<file path="src/rtl/src_shaper_pkg.sv">
package src_shaper_pkg;

    localparam int OPERAND_W   = 128;
    localparam int NUM_SIZES   = 4;
    localparam int BASE_LANE_W = 8;

    typedef enum logic [2:0] {
        XM_PASS          = 3'd0,
        XM_DUP_LO        = 3'd1,
        XM_DUP_HI        = 3'd2,
        XM_SWAP          = 3'd3,
        XM_WIDEN_LO      = 3'd4,
        XM_WIDEN_HI      = 3'd5,
        XM_WIDEN_LO_SWAP = 3'd6,
        XM_WIDEN_HI_SWAP = 3'd7
    } xmode_e;

    typedef enum logic [1:0] {
        EXT_SIGN  = 2'd0,
        EXT_ZERO  = 2'd1,
        EXT_DUP   = 2'd2,
        EXT_SHIFT = 2'd3
    } ext_e;

    typedef enum logic [1:0] {
        LANE_8  = 2'd0,
        LANE_16 = 2'd1,
        LANE_32 = 2'd2,
        LANE_64 = 2'd3
    } lane_e;

    typedef struct packed {
        logic clear_sign;
        logic flip_sign;
    } sign_ctl_t;

    function automatic logic mode_widens(input xmode_e m);
        return (m == XM_WIDEN_LO) || (m == XM_WIDEN_HI) ||
               (m == XM_WIDEN_LO_SWAP) || (m == XM_WIDEN_HI_SWAP);
    endfunction

    function automatic logic mode_swaps_after(input xmode_e m);
        return (m == XM_WIDEN_LO_SWAP) || (m == XM_WIDEN_HI_SWAP);
    endfunction

    function automatic logic widen_takes_high(input xmode_e m);
        return (m == XM_WIDEN_HI) || (m == XM_WIDEN_HI_SWAP);
    endfunction

endpackage

</file>
<file path="src/rtl/half_router.sv">
module half_router
    import src_shaper_pkg::*;
#(
    parameter int OP_W = OPERAND_W
) (
    input  logic [OP_W-1:0]   operand,
    input  xmode_e            mode,
    output logic [OP_W-1:0]   routed,
    output logic [OP_W/2-1:0] picked
);
    localparam int HW = OP_W / 2;

    logic [HW-1:0] lo_half;
    logic [HW-1:0] hi_half;

    assign lo_half = operand[HW-1:0];
    assign hi_half = operand[OP_W-1:HW];

    always_comb begin
        unique case (mode)
            XM_DUP_LO: routed = {lo_half, lo_half};
            XM_DUP_HI: routed = {hi_half, hi_half};
            XM_SWAP:   routed = {lo_half, hi_half};
            default:   routed = operand;
        endcase
    end

    assign picked = widen_takes_high(mode) ? hi_half : lo_half;

endmodule

</file>
<file path="src/rtl/lane_widener.sv">
module lane_widener
    import src_shaper_pkg::*;
#(
    parameter int OP_W = OPERAND_W
) (
    input  logic [OP_W/2-1:0] half_in,
    input  lane_e             size,
    input  ext_e              rule,
    output logic [OP_W-1:0]   wide
);
    logic [OP_W-1:0] by_size [NUM_SIZES];

    for (genvar s = 0; s < NUM_SIZES; s++) begin : g_size
        localparam int LW = BASE_LANE_W << s;
        localparam int NW = LW / 2;
        localparam int NL = OP_W / LW;

        logic [OP_W-1:0] grown;

        for (genvar k = 0; k < NL; k++) begin : g_lane
            logic [NW-1:0] nar;
            logic [LW-1:0] lane;

            assign nar = half_in[k*NW +: NW];

            always_comb begin
                unique case (rule)
                    EXT_SIGN:  lane = {{NW{nar[NW-1]}}, nar};
                    EXT_ZERO:  lane = {{NW{1'b0}}, nar};
                    EXT_DUP:   lane = {nar, nar};
                    default:   lane = {nar, {NW{1'b0}}};
                endcase
            end

            assign grown[k*LW +: LW] = lane;
        end

        assign by_size[s] = grown;
    end

    assign wide = by_size[size];

endmodule

</file>
<file path="src/rtl/sign_modifier.sv">
module sign_modifier
    import src_shaper_pkg::*;
#(
    parameter int OP_W = OPERAND_W
) (
    input  logic [OP_W-1:0] data_in,
    input  lane_e           size,
    input  sign_ctl_t       ctl,
    output logic [OP_W-1:0] data_out
);
    logic [OP_W-1:0] by_size [NUM_SIZES];

    for (genvar s = 0; s < NUM_SIZES; s++) begin : g_size
        localparam int LW = BASE_LANE_W << s;
        localparam int NL = OP_W / LW;

        logic [OP_W-1:0] edited;

        for (genvar k = 0; k < NL; k++) begin : g_lane
            logic top_bit;
            assign top_bit = (data_in[k*LW + LW - 1] & ~ctl.clear_sign) ^ ctl.flip_sign;
            assign edited[k*LW +: LW] = {top_bit, data_in[k*LW +: LW-1]};
        end

        assign by_size[s] = edited;
    end

    assign data_out = by_size[size];

endmodule

</file>
<file path="src/rtl/swizzle_xbar.sv">
module swizzle_xbar #(
    parameter int OP_W  = 128,
    parameter int LANES = 4
) (
    input  logic [OP_W-1:0]                data_in,
    input  logic [LANES*$clog2(LANES)-1:0] sel,
    output logic [OP_W-1:0]                data_out
);
    localparam int SEL_W = $clog2(LANES);
    localparam int QW    = OP_W / LANES;

    logic [QW-1:0] quarter [LANES];

    for (genvar q = 0; q < LANES; q++) begin : g_split
        assign quarter[q] = data_in[q*QW +: QW];
    end

    for (genvar i = 0; i < LANES; i++) begin : g_pick
        assign data_out[i*QW +: QW] = quarter[sel[i*SEL_W +: SEL_W]];
    end

endmodule

</file>
<file path="src/rtl/src_operand_shaper.sv">
module src_operand_shaper
    import src_shaper_pkg::*;
#(
    parameter int OP_W      = OPERAND_W,
    parameter int SWZ_LANES = 4
) (
    input  logic                  clk,
    input  logic                  rst,
    input  logic                  in_valid,
    input  logic [OP_W-1:0]       in_operand,
    input  logic [2:0]            in_expand,
    input  logic [1:0]            in_modifier,
    input  logic                  in_float,
    input  logic [1:0]            in_lane_size,
    input  logic [2*SWZ_LANES-1:0] in_swizzle,
    output logic                  out_valid,
    output logic [OP_W-1:0]       out_operand
);
    localparam int HW = OP_W / 2;

    xmode_e          mode;
    lane_e           size;
    ext_e            rule;
    sign_ctl_t       sctl;
    logic [OP_W-1:0] routed;
    logic [HW-1:0]   picked;
    logic [OP_W-1:0] wide;
    logic [OP_W-1:0] staged;
    logic [OP_W-1:0] signed_v;
    logic [OP_W-1:0] swizzled;

    assign mode = xmode_e'(in_expand);
    assign size = lane_e'(in_lane_size);
    // Float operands carry sign controls in the modifier, so widen plainly.
    assign rule = in_float ? EXT_ZERO : ext_e'(in_modifier);
    assign sctl.clear_sign = in_float & in_modifier[0];
    assign sctl.flip_sign  = in_float & in_modifier[1];

    half_router #(.OP_W(OP_W)) u_route (
        .operand (in_operand),
        .mode    (mode),
        .routed  (routed),
        .picked  (picked)
    );

    lane_widener #(.OP_W(OP_W)) u_widen (
        .half_in (picked),
        .size    (size),
        .rule    (rule),
        .wide    (wide)
    );

    always_comb begin
        if (!mode_widens(mode))
            staged = routed;
        else if (mode_swaps_after(mode))
            staged = {wide[HW-1:0], wide[OP_W-1:HW]};
        else
            staged = wide;
    end

    sign_modifier #(.OP_W(OP_W)) u_sign (
        .data_in  (staged),
        .size     (size),
        .ctl      (sctl),
        .data_out (signed_v)
    );

    swizzle_xbar #(.OP_W(OP_W), .LANES(SWZ_LANES)) u_swz (
        .data_in  (signed_v),
        .sel      (in_swizzle),
        .data_out (swizzled)
    );

    always_ff @(posedge clk) begin
        if (rst) begin
            out_valid   <= 1'b0;
            out_operand <= '0;
        end else begin
            out_valid <= in_valid;
            if (in_valid)
                out_operand <= swizzled;
        end
    end

endmodule

</file>
<file path="config.mk">
export PLATFORM = sky130hd
export DESIGN_NAME = src_operand_shaper
export DESIGN_NICKNAME = d
export VERILOG_FILES = /design/src/rtl/src_shaper_pkg.sv /design/src/rtl/half_router.sv /design/src/rtl/lane_widener.sv /design/src/rtl/sign_modifier.sv /design/src/rtl/swizzle_xbar.sv /design/src/rtl/src_operand_shaper.sv
export SDC_FILE = /design/constraint.sdc
export NUM_CORES = 1
export LEC_CHECK = 0
export BUFFER_PORTS_ARGS = -buffer_cell sky130_fd_sc_hd__buf_2
export CAP_MARGIN = 5
export CORE_ASPECT_RATIO = 0.7
export CORE_MARGIN = 1.5
export CORE_UTILIZATION = 55
export CTS_CLUSTER_DIAMETER = 100
export CTS_CLUSTER_SIZE = 12
export DETAILED_ROUTE_END_ITERATION = 10
export PLACE_DENSITY = 0.86
export SLEW_MARGIN = 20
export SYNTH_ARGS = -nofsm -noshare
export SYNTH_HDL_FRONTEND = slang
export SYNTH_HIERARCHICAL = 1
export SYNTH_SLANG_ARGS = --single-unit
</file>
<file path="constraint.sdc">
create_clock -name clk -period 4.87 [get_ports clk]
set_clock_uncertainty 0.2 [all_clocks]
set_input_delay 0.2435 -clock clk [delete_from_list [all_inputs] [get_ports clk]]
set_output_delay 0.2435 -clock clk [all_outputs]
set_load 0.05 [all_outputs]
</file>
==> results of run 1 <==
-- flip-flops by register name, summed over array words and instances (netlist names) --
name         flops
out_operand    128
out_valid        1
-- cells in the final DEF (no fill, tap or decap), drive strengths merged, types with 4 or more instances in the layout --
| cell | synthesis | layout |
|---|---|---|
| a2bb2oi | 6 | 6 |
| a221oi | 28 | 28 |
| nor2 | 273 | 273 |
| a21o | 9 | 9 |
| nand2 | 149 | 149 |
| o221ai | 6 | 6 |
| a22oi | 33 | 33 |
| nand2b | 6 | 6 |
| o32ai | 6 | 6 |
| dfxtp | 129 | 129 |
| mux4 | 128 | 128 |
| clkbuf | 64 | 20 |
| a22o | 9 | 9 |
| a31o | 5 | 5 |
| nand3 | 14 | 14 |
| and2 | 28 | 28 |
| o211a | 5 | 5 |
| o31ai | 4 | 4 |
| a31oi | 24 | 24 |
| mux2 | 194 | 194 |
| o22ai | 6 | 6 |
| a311o | 9 | 9 |
| inv | 7 | 9 |
| o21a | 6 | 6 |
| clkinv | 0 | 5 |
| nor2b | 14 | 14 |
| o211ai | 5 | 5 |
| diode | 0 | 7 |
| mux2i | 260 | 260 |
| or2 | 12 | 12 |
| a21oi | 228 | 228 |
| nand3b | 8 | 8 |
| or3b | 5 | 5 |
| buf | 268 | 313 |
| a221o | 33 | 33 |
| o21ai | 41 | 41 |
| a211oi | 12 | 12 |
-- synthesized netlist by cell type (all sizes together), types with 2 or more instances --
library cell,number,area share
a211oi,12,0.0048
a21o,9,0.0036
a21oi,228,0.061
a221o,33,0.018
a221oi,28,0.013
a22o,9,0.0042
a22oi,33,0.013
a2bb2oi,6,0.0028
a311o,9,0.0048
a31o,5,0.0023
a31oi,24,0.0080
and2,28,0.0093
and3,2,0.00067
buf,268,0.13
clkbuf,64,0.013
dfxtp,129,0.14
inv,7,0.0014
mux2,194,0.14
mux2i,260,0.14
mux4,128,0.16
nand2,149,0.031
nand2b,6,0.0024
nand3,14,0.0040
nand3b,8,0.0032
nor2,273,0.056
nor2b,14,0.0047
nor3,2,0.0011
o211a,5,0.0027
o211ai,5,0.0020
o21a,6,0.0024
o21ai,41,0.011
o221ai,6,0.0028
o22ai,6,0.0020
o31a,3,0.0014
o31ai,4,0.0016
o32ai,6,0.0040
or2,12,0.0040
or3b,5,0.0026
xnor2,2,0.00093
-- cells by family after synthesis --
| kind of cell | Yosys count |
|---|---|
| buf+inv | 339 |
| simple gates | 515 |
| flops | 129 |
| xor+xnor | 2 |
| mux | 582 |
| compound gates | 481 |
-- final timing paths --
| path | start | end | slack [ps] | depth (start not counted) |
|---|---|---|---|---|
| worst max-delay path | in_expand[2] | out_operand[23]$_SDFFE_PP0P_ | 990 | 13 |
| worst min-delay path | rst | out_operand[24]$_SDFFE_PP0P_ | 180 | 2 |
| worst max register to register | out_operand[15]$_SDFFE_PP0P_ | out_operand[15]$_SDFFE_PP0P_ | 3930 | 2 |
| worst min register to register | out_operand[72]$_SDFFE_PP0P_ | out_operand[72]$_SDFFE_PP0P_ | 290 | 2 |
-- worst max-delay path, delay by kind of cell --
family	cells	cell delay, ps
simple gates	4	640
buf+inv	1	380
mux	4	1290
compound gates	4	1370
-- power by group --
group          leakage [nW]  total [W]  switching, W  internal [W]
clock network         0.297    0.00136      0.000524      0.000833
registers              1.07    0.00124     0.0000716       0.00116
logic                  7.18    0.00257       0.00160      0.000965
total                  8.54    0.00516       0.00220       0.00296
-- per-stage QoR --
| stage | utilization | area (um2) | instances | worst slack, ps | hold slack [ps] |
|---|---|---|---|---|---|
| 6_report | 0.569 | 19100 | 2503 | 990 | 177 |
| 5_1_grt | 0.569 | 19100 | 2498 | 961 | 200 |
| 4_1_cts | 0.569 | 19100 | 2496 | 1230 | 160 |
| 3_5_place_dp | 0.551 | 18500 | 2464 | 753 | 278 |
| 3_3_place_gp | 0.551 | 18500 | 2464 | 905 | 268 |
| 2_1_floorplan | - | 18800 | 2048 | 1820 | 321 |
-- layout make-up --
class | instances | area, um2
fillers | 2937 | 14500
multi-input cells | 1580 | 13600
flip-flops and latches | 129 | 2580
repair buffers | 313 | 1760
well taps | 435 | 544
clock buffers | 20 | 457
clock inverters | 12 | 155
inverters | 7 | 26.3
diodes | 7 | 17.5
-- metal layers --
layer,GRT usage,wire length [um]
met1,0.511,27900
met2,0.593,30100
met3,0.112,9350
met4,0.170,3330
met5,0,27
==> flow_metrics.tcl, run 1 <==
set metrics [dict create \
    die_area_um2 35200 \
    grt_pass1_wl_um 103000 \
    synth-compound-area-share 0.167 \
    post_cts_buffers 0 \
    fin_crit_sh 0.797 \
    synth_fa_ha_area_frac 0 \
    crit_path_cell_trace "buf_6 -> nand2_4 -> mux2_2 -> a21oi_1 -> a21boi_0 -> o32ai_1 -> mux2i_1 -> a21oi_1 -> nand3b_1 -> nand3_1 -> mux4_2 -> mux2i_1 -> nor2_1" \
    grt_max_degree 200 \
    peakVddDrop_mv 0.247 \
    gp_congestion 1.05 \
    area_growth_pct 1.88 \
    antenna_found_initial 7 \
    dp_hpwl_um 51700 \
    synthMuxAreaShare 0.435 \
    placementRows 56 \
    min_period_ps 3880 \
    grt_remaining_overflow 0 \
    synthSimpleGateAreaFrac 0.120 \
    rsz0062_at_grt "false" \
    status "finished, final reports clean" \
    worstPathRequired_ps 4970 \
    routed_wirelength_um 70700 \
    vias_per_cell 7.11 \
    cap_viol_max_count 0 \
    ant_nets 0 \
    nets 2195 \
    cts.sinks 129 \
    num_vias 17800 \
    syn_inst 2048 \
    hold_buffers 0 \
    end_kind "flip-flop" \
    synth_top_family_by_area "multiplexers" \
    async_flop_share 0 \
    drtIter0Drc 2510 \
    setup_viol 0 \
    static-leakage-power_nw 8.54 \
    cts-resized-gates 0 \
    drt-pass1-iter-count 7 \
    drive_gt1_frac 0.331 \
    hold_path_class "primary input to flip-flop" \
    ios 276 \
    p_total_w 0.00516 \
    clkTransAtPathRegs_ps 60 \
    die_x_um 224 \
    grt_pass1_vias 16400 \
    max_stage_delay_ps 590 \
    yosys.area_share.xor_xnor 0.000934 \
    die_h_um 157 \
    cp.arrival_ps 3980 \
    crit_type "primary input to flip-flop" \
    slew_headroom 0.319 \
    fin_setup_tns_ps 0 \
    synth-edff-count 0 \
    core-area_um2 33600 \
    cp_max_fo 61 \
    wl_per_cell_um 28.2 \
    finalHoldViolations 0 \
    drc_errors 0 \
    max_freq_mhz 258 \
    synth_flop_cell "dfxtp_1" \
    synth_nets 2195 \
    synth.yosys.seq_area_share 0.138 \
    tightest_slew_ps 1020 \
    h-tree-depth 4 \
    cts_tree "yes" \
    syn_area_per_cell_um2 9.16 \
    initial_core_util 0.559 \
    synth_cell_types 68 \
    power.density_nw_per_um2 270 \
    grt_use_total 0.388 \
    clockBufferDepth 2 \
    cts_inserted_buffers 17 \
    cts_root_buf "clkbuf_16" \
    worst_path_max_delay_cell "o32ai_1" \
    io_buffer_count 275 \
    ys_seq_elements 129 \
    clock_latency_ps 440 \
    slew_viol_final 0 \
    ys_warn_count 6 \
    netlist_area_um2 18800 \
    start_kind "primary input" \
]
Power figures use the tool's default switching activity.
==> run 2, diff against run 1 <==
Clock period 4.87 ns to 3.8 ns, I/O delays scaled along.
==> flow_metrics.tcl, run 2 (synthesis gave the netlist of run 1 again) <==
set metrics [dict create \
    gp_congestion 0.996 \
    end_kind "flip-flop" \
    grt_pass1_vias 16800 \
    path_depth 10 \
    p_total_w 0.00656 \
    wl_per_cell_um 28.5 \
    io_buffer_count 275 \
    nets 2253 \
    top_regs "out_operand x128, out_valid x1" \
    num_vias 18200 \
    cts_root_buf "clkbuf_16" \
    r2r-end "out_operand[113]$_SDFFE_PP0P_" \
    r2r_slack_ps 2770 \
    rsz0062_at_grt "false" \
    clockBufferDepth 2 \
    hold_buffers 0 \
    grt_remaining_overflow 0 \
    clock_latency_ps 460 \
    fin_crit_sh 0.938 \
    routed_wirelength_um 73000 \
    worstPathRequired_ps 3980 \
    crit_type "primary input to flip-flop" \
    grt_max_degree 101 \
    clkTransAtPathRegs_ps 60 \
    largest_register "out_operand" \
    peakVddDrop_mv 0.276 \
    rr_startpoint "out_operand[113]$_SDFFE_PP0P_" \
    dpl_cell_area_um2 18900 \
    largest_reg_flops 128 \
    crit_top_cell "mux2i_1" \
    die_x_um 224 \
    drc_errors 0 \
    grt_pass1_wl_um 105000 \
    die_h_um 157 \
    ant_nets 0 \
    placementRows 56 \
    crit_path_cell_trace "buf_2 -> or2_2 -> and2b_1 -> a22oi_1 -> o31ai_1 -> mux2i_1 -> a21oi_1 -> mux4_2 -> mux2i_1 -> nor2_1" \
    ios 276 \
    cts.sinks 129 \
    cts_tree "yes" \
    dp_hpwl_um 54100 \
    antenna_found_initial 9 \
    initial_core_util 0.559 \
    area_growth_pct 4.03 \
    fillers 2911 \
    min_period_ps 3570 \
    vias_per_cell 7.10 \
    max_stage_delay_ps 940 \
    die_area_um2 35200 \
    slew_headroom 0.233 \
    hold_slack_ps 120 \
    cap_viol_max_count 0 \
    drtIter0Drc 2776 \
    layout_common_cells "269 x nor2_1, 269 x buf_2, 260 x mux2i_1, 227 x a21oi_1, 144 x nand2_1" \
    crit_path_start "in_float" \
    rr_worst_depth 2 \
    power.density_nw_per_um2 336 \
    core-area_um2 33600 \
    static-leakage-power_nw 8.79 \
    max_freq_mhz 280 \
    cts_inserted_buffers 17 \
    finalHoldViolations 0 \
    final_cell_area_um2 19500 \
    h-tree-depth 4 \
    worst_path_max_delay_cell "o31ai_1" \
    hold_path_class "primary input to flip-flop" \
    crit_buf_inv 1 \
    slew_viol_final 0 \
    crit_path_end "out_operand[46]$_SDFFE_PP0P_" \
    cts-resized-gates 0 \
    cp_top_family "compound AO/OA/AOI/OAI gates" \
    grt_use_total 0.400 \
    post_cts_buffers 0 \
    cp.arrival_ps 3740 \
    tightest_slew_ps 1140 \
    drt-pass1-iter-count 6 \
    cp_max_fo 15 \
    setup_viol 0 \
    fin_setup_tns_ps 0 \
    status "finished, final reports clean" \
    start_kind "primary input" \
    drive_gt1_frac 0.348 \
]
==> run 2: changes by cell type in the layout (fill, tap and decap cells not counted), moves of 2 or more <==
cell / change
inv_6: -2
bufinv_16: -2
buf_4: +55
clkinvlp_4: +2
buf_12: +3
clkbuf_1: +2
==> run 2: worst min path at each step <==
stage | startpoint | to | slack [ps] | depth (start not counted)
final | rst | out_operand[117]$_SDFFE_PP0P_ | 120 | 2
after global routing | in_valid | out_operand[118]$_SDFFE_PP0P_ | 170 | 3
after CTS | rst | out_operand[117]$_SDFFE_PP0P_ | 140 | 2
after detailed placement | out_operand[62]$_SDFFE_PP0P_ | out_operand[62]$_SDFFE_PP0P_ | 280 | 2
after global placement | out_operand[92]$_SDFFE_PP0P_ | out_operand[92]$_SDFFE_PP0P_ | 270 | 2
after floorplan | in_swizzle[7] | out_operand[127]$_SDFFE_PP0P_ | 270 | 3
==> run 2: power breakdown <==
part           switching [W]  internal (W)
registers          0.0000914       0.00149
clock network       0.000684      0.000906
logic                0.00209       0.00130
==> run 2: worst reg2reg max path, delay by kind of cell (launching register included) <==
family	cells	cell delay, ps
flops	1	350
mux	1	220
simple gates	1	90
==> run 2: routing by layer <==
| layer | part of all wire | global-route usage | wire length, um | vias to the layer above |
|---|---|---|---|---|
| li1 | - | - | - | 7651 |
| met1 | 0.39 | 0.519 | 28300 | 8737 |
| met2 | 0.42 | 0.603 | 30900 | 1502 |
| met3 | 0.14 | 0.133 | 10000 | 281 |
| met4 | 0.051 | 0.184 | 3730 | 8 |
| met5 | 0.00075 | 0 | 55 | - |
==> run 2: layout make-up <==
| cell class | instances | area [um2] | area share |
|---|---|---|---|
| multi-input combinational | 1580 | 13600 | 0.695 |
| sequential | 129 | 2580 | 0.132 |
| clock buffer | 21 | 450 | 0.0231 |
| inverter | 7 | 26.3 | 0.00135 |
| clock inverter | 10 | 88.8 | 0.00455 |
| antenna | 8 | 20.0 | 0.00103 |
| tap | 435 | 544 | 0.0279 |
| timing repair buffer | 371 | 2240 | 0.115 |
==> run 2: metrics by stage <==
step / worst slack, ps / std cells / util
after floorplan: 801 / 2048 / -
after global placement: 151 / 2522 / 0.565
after detailed placement: 50.3 / 2522 / 0.565
after CTS: 517 / 2553 / 0.581
after global routing: 226 / 2555 / 0.581
final: 234 / 2561 / 0.581
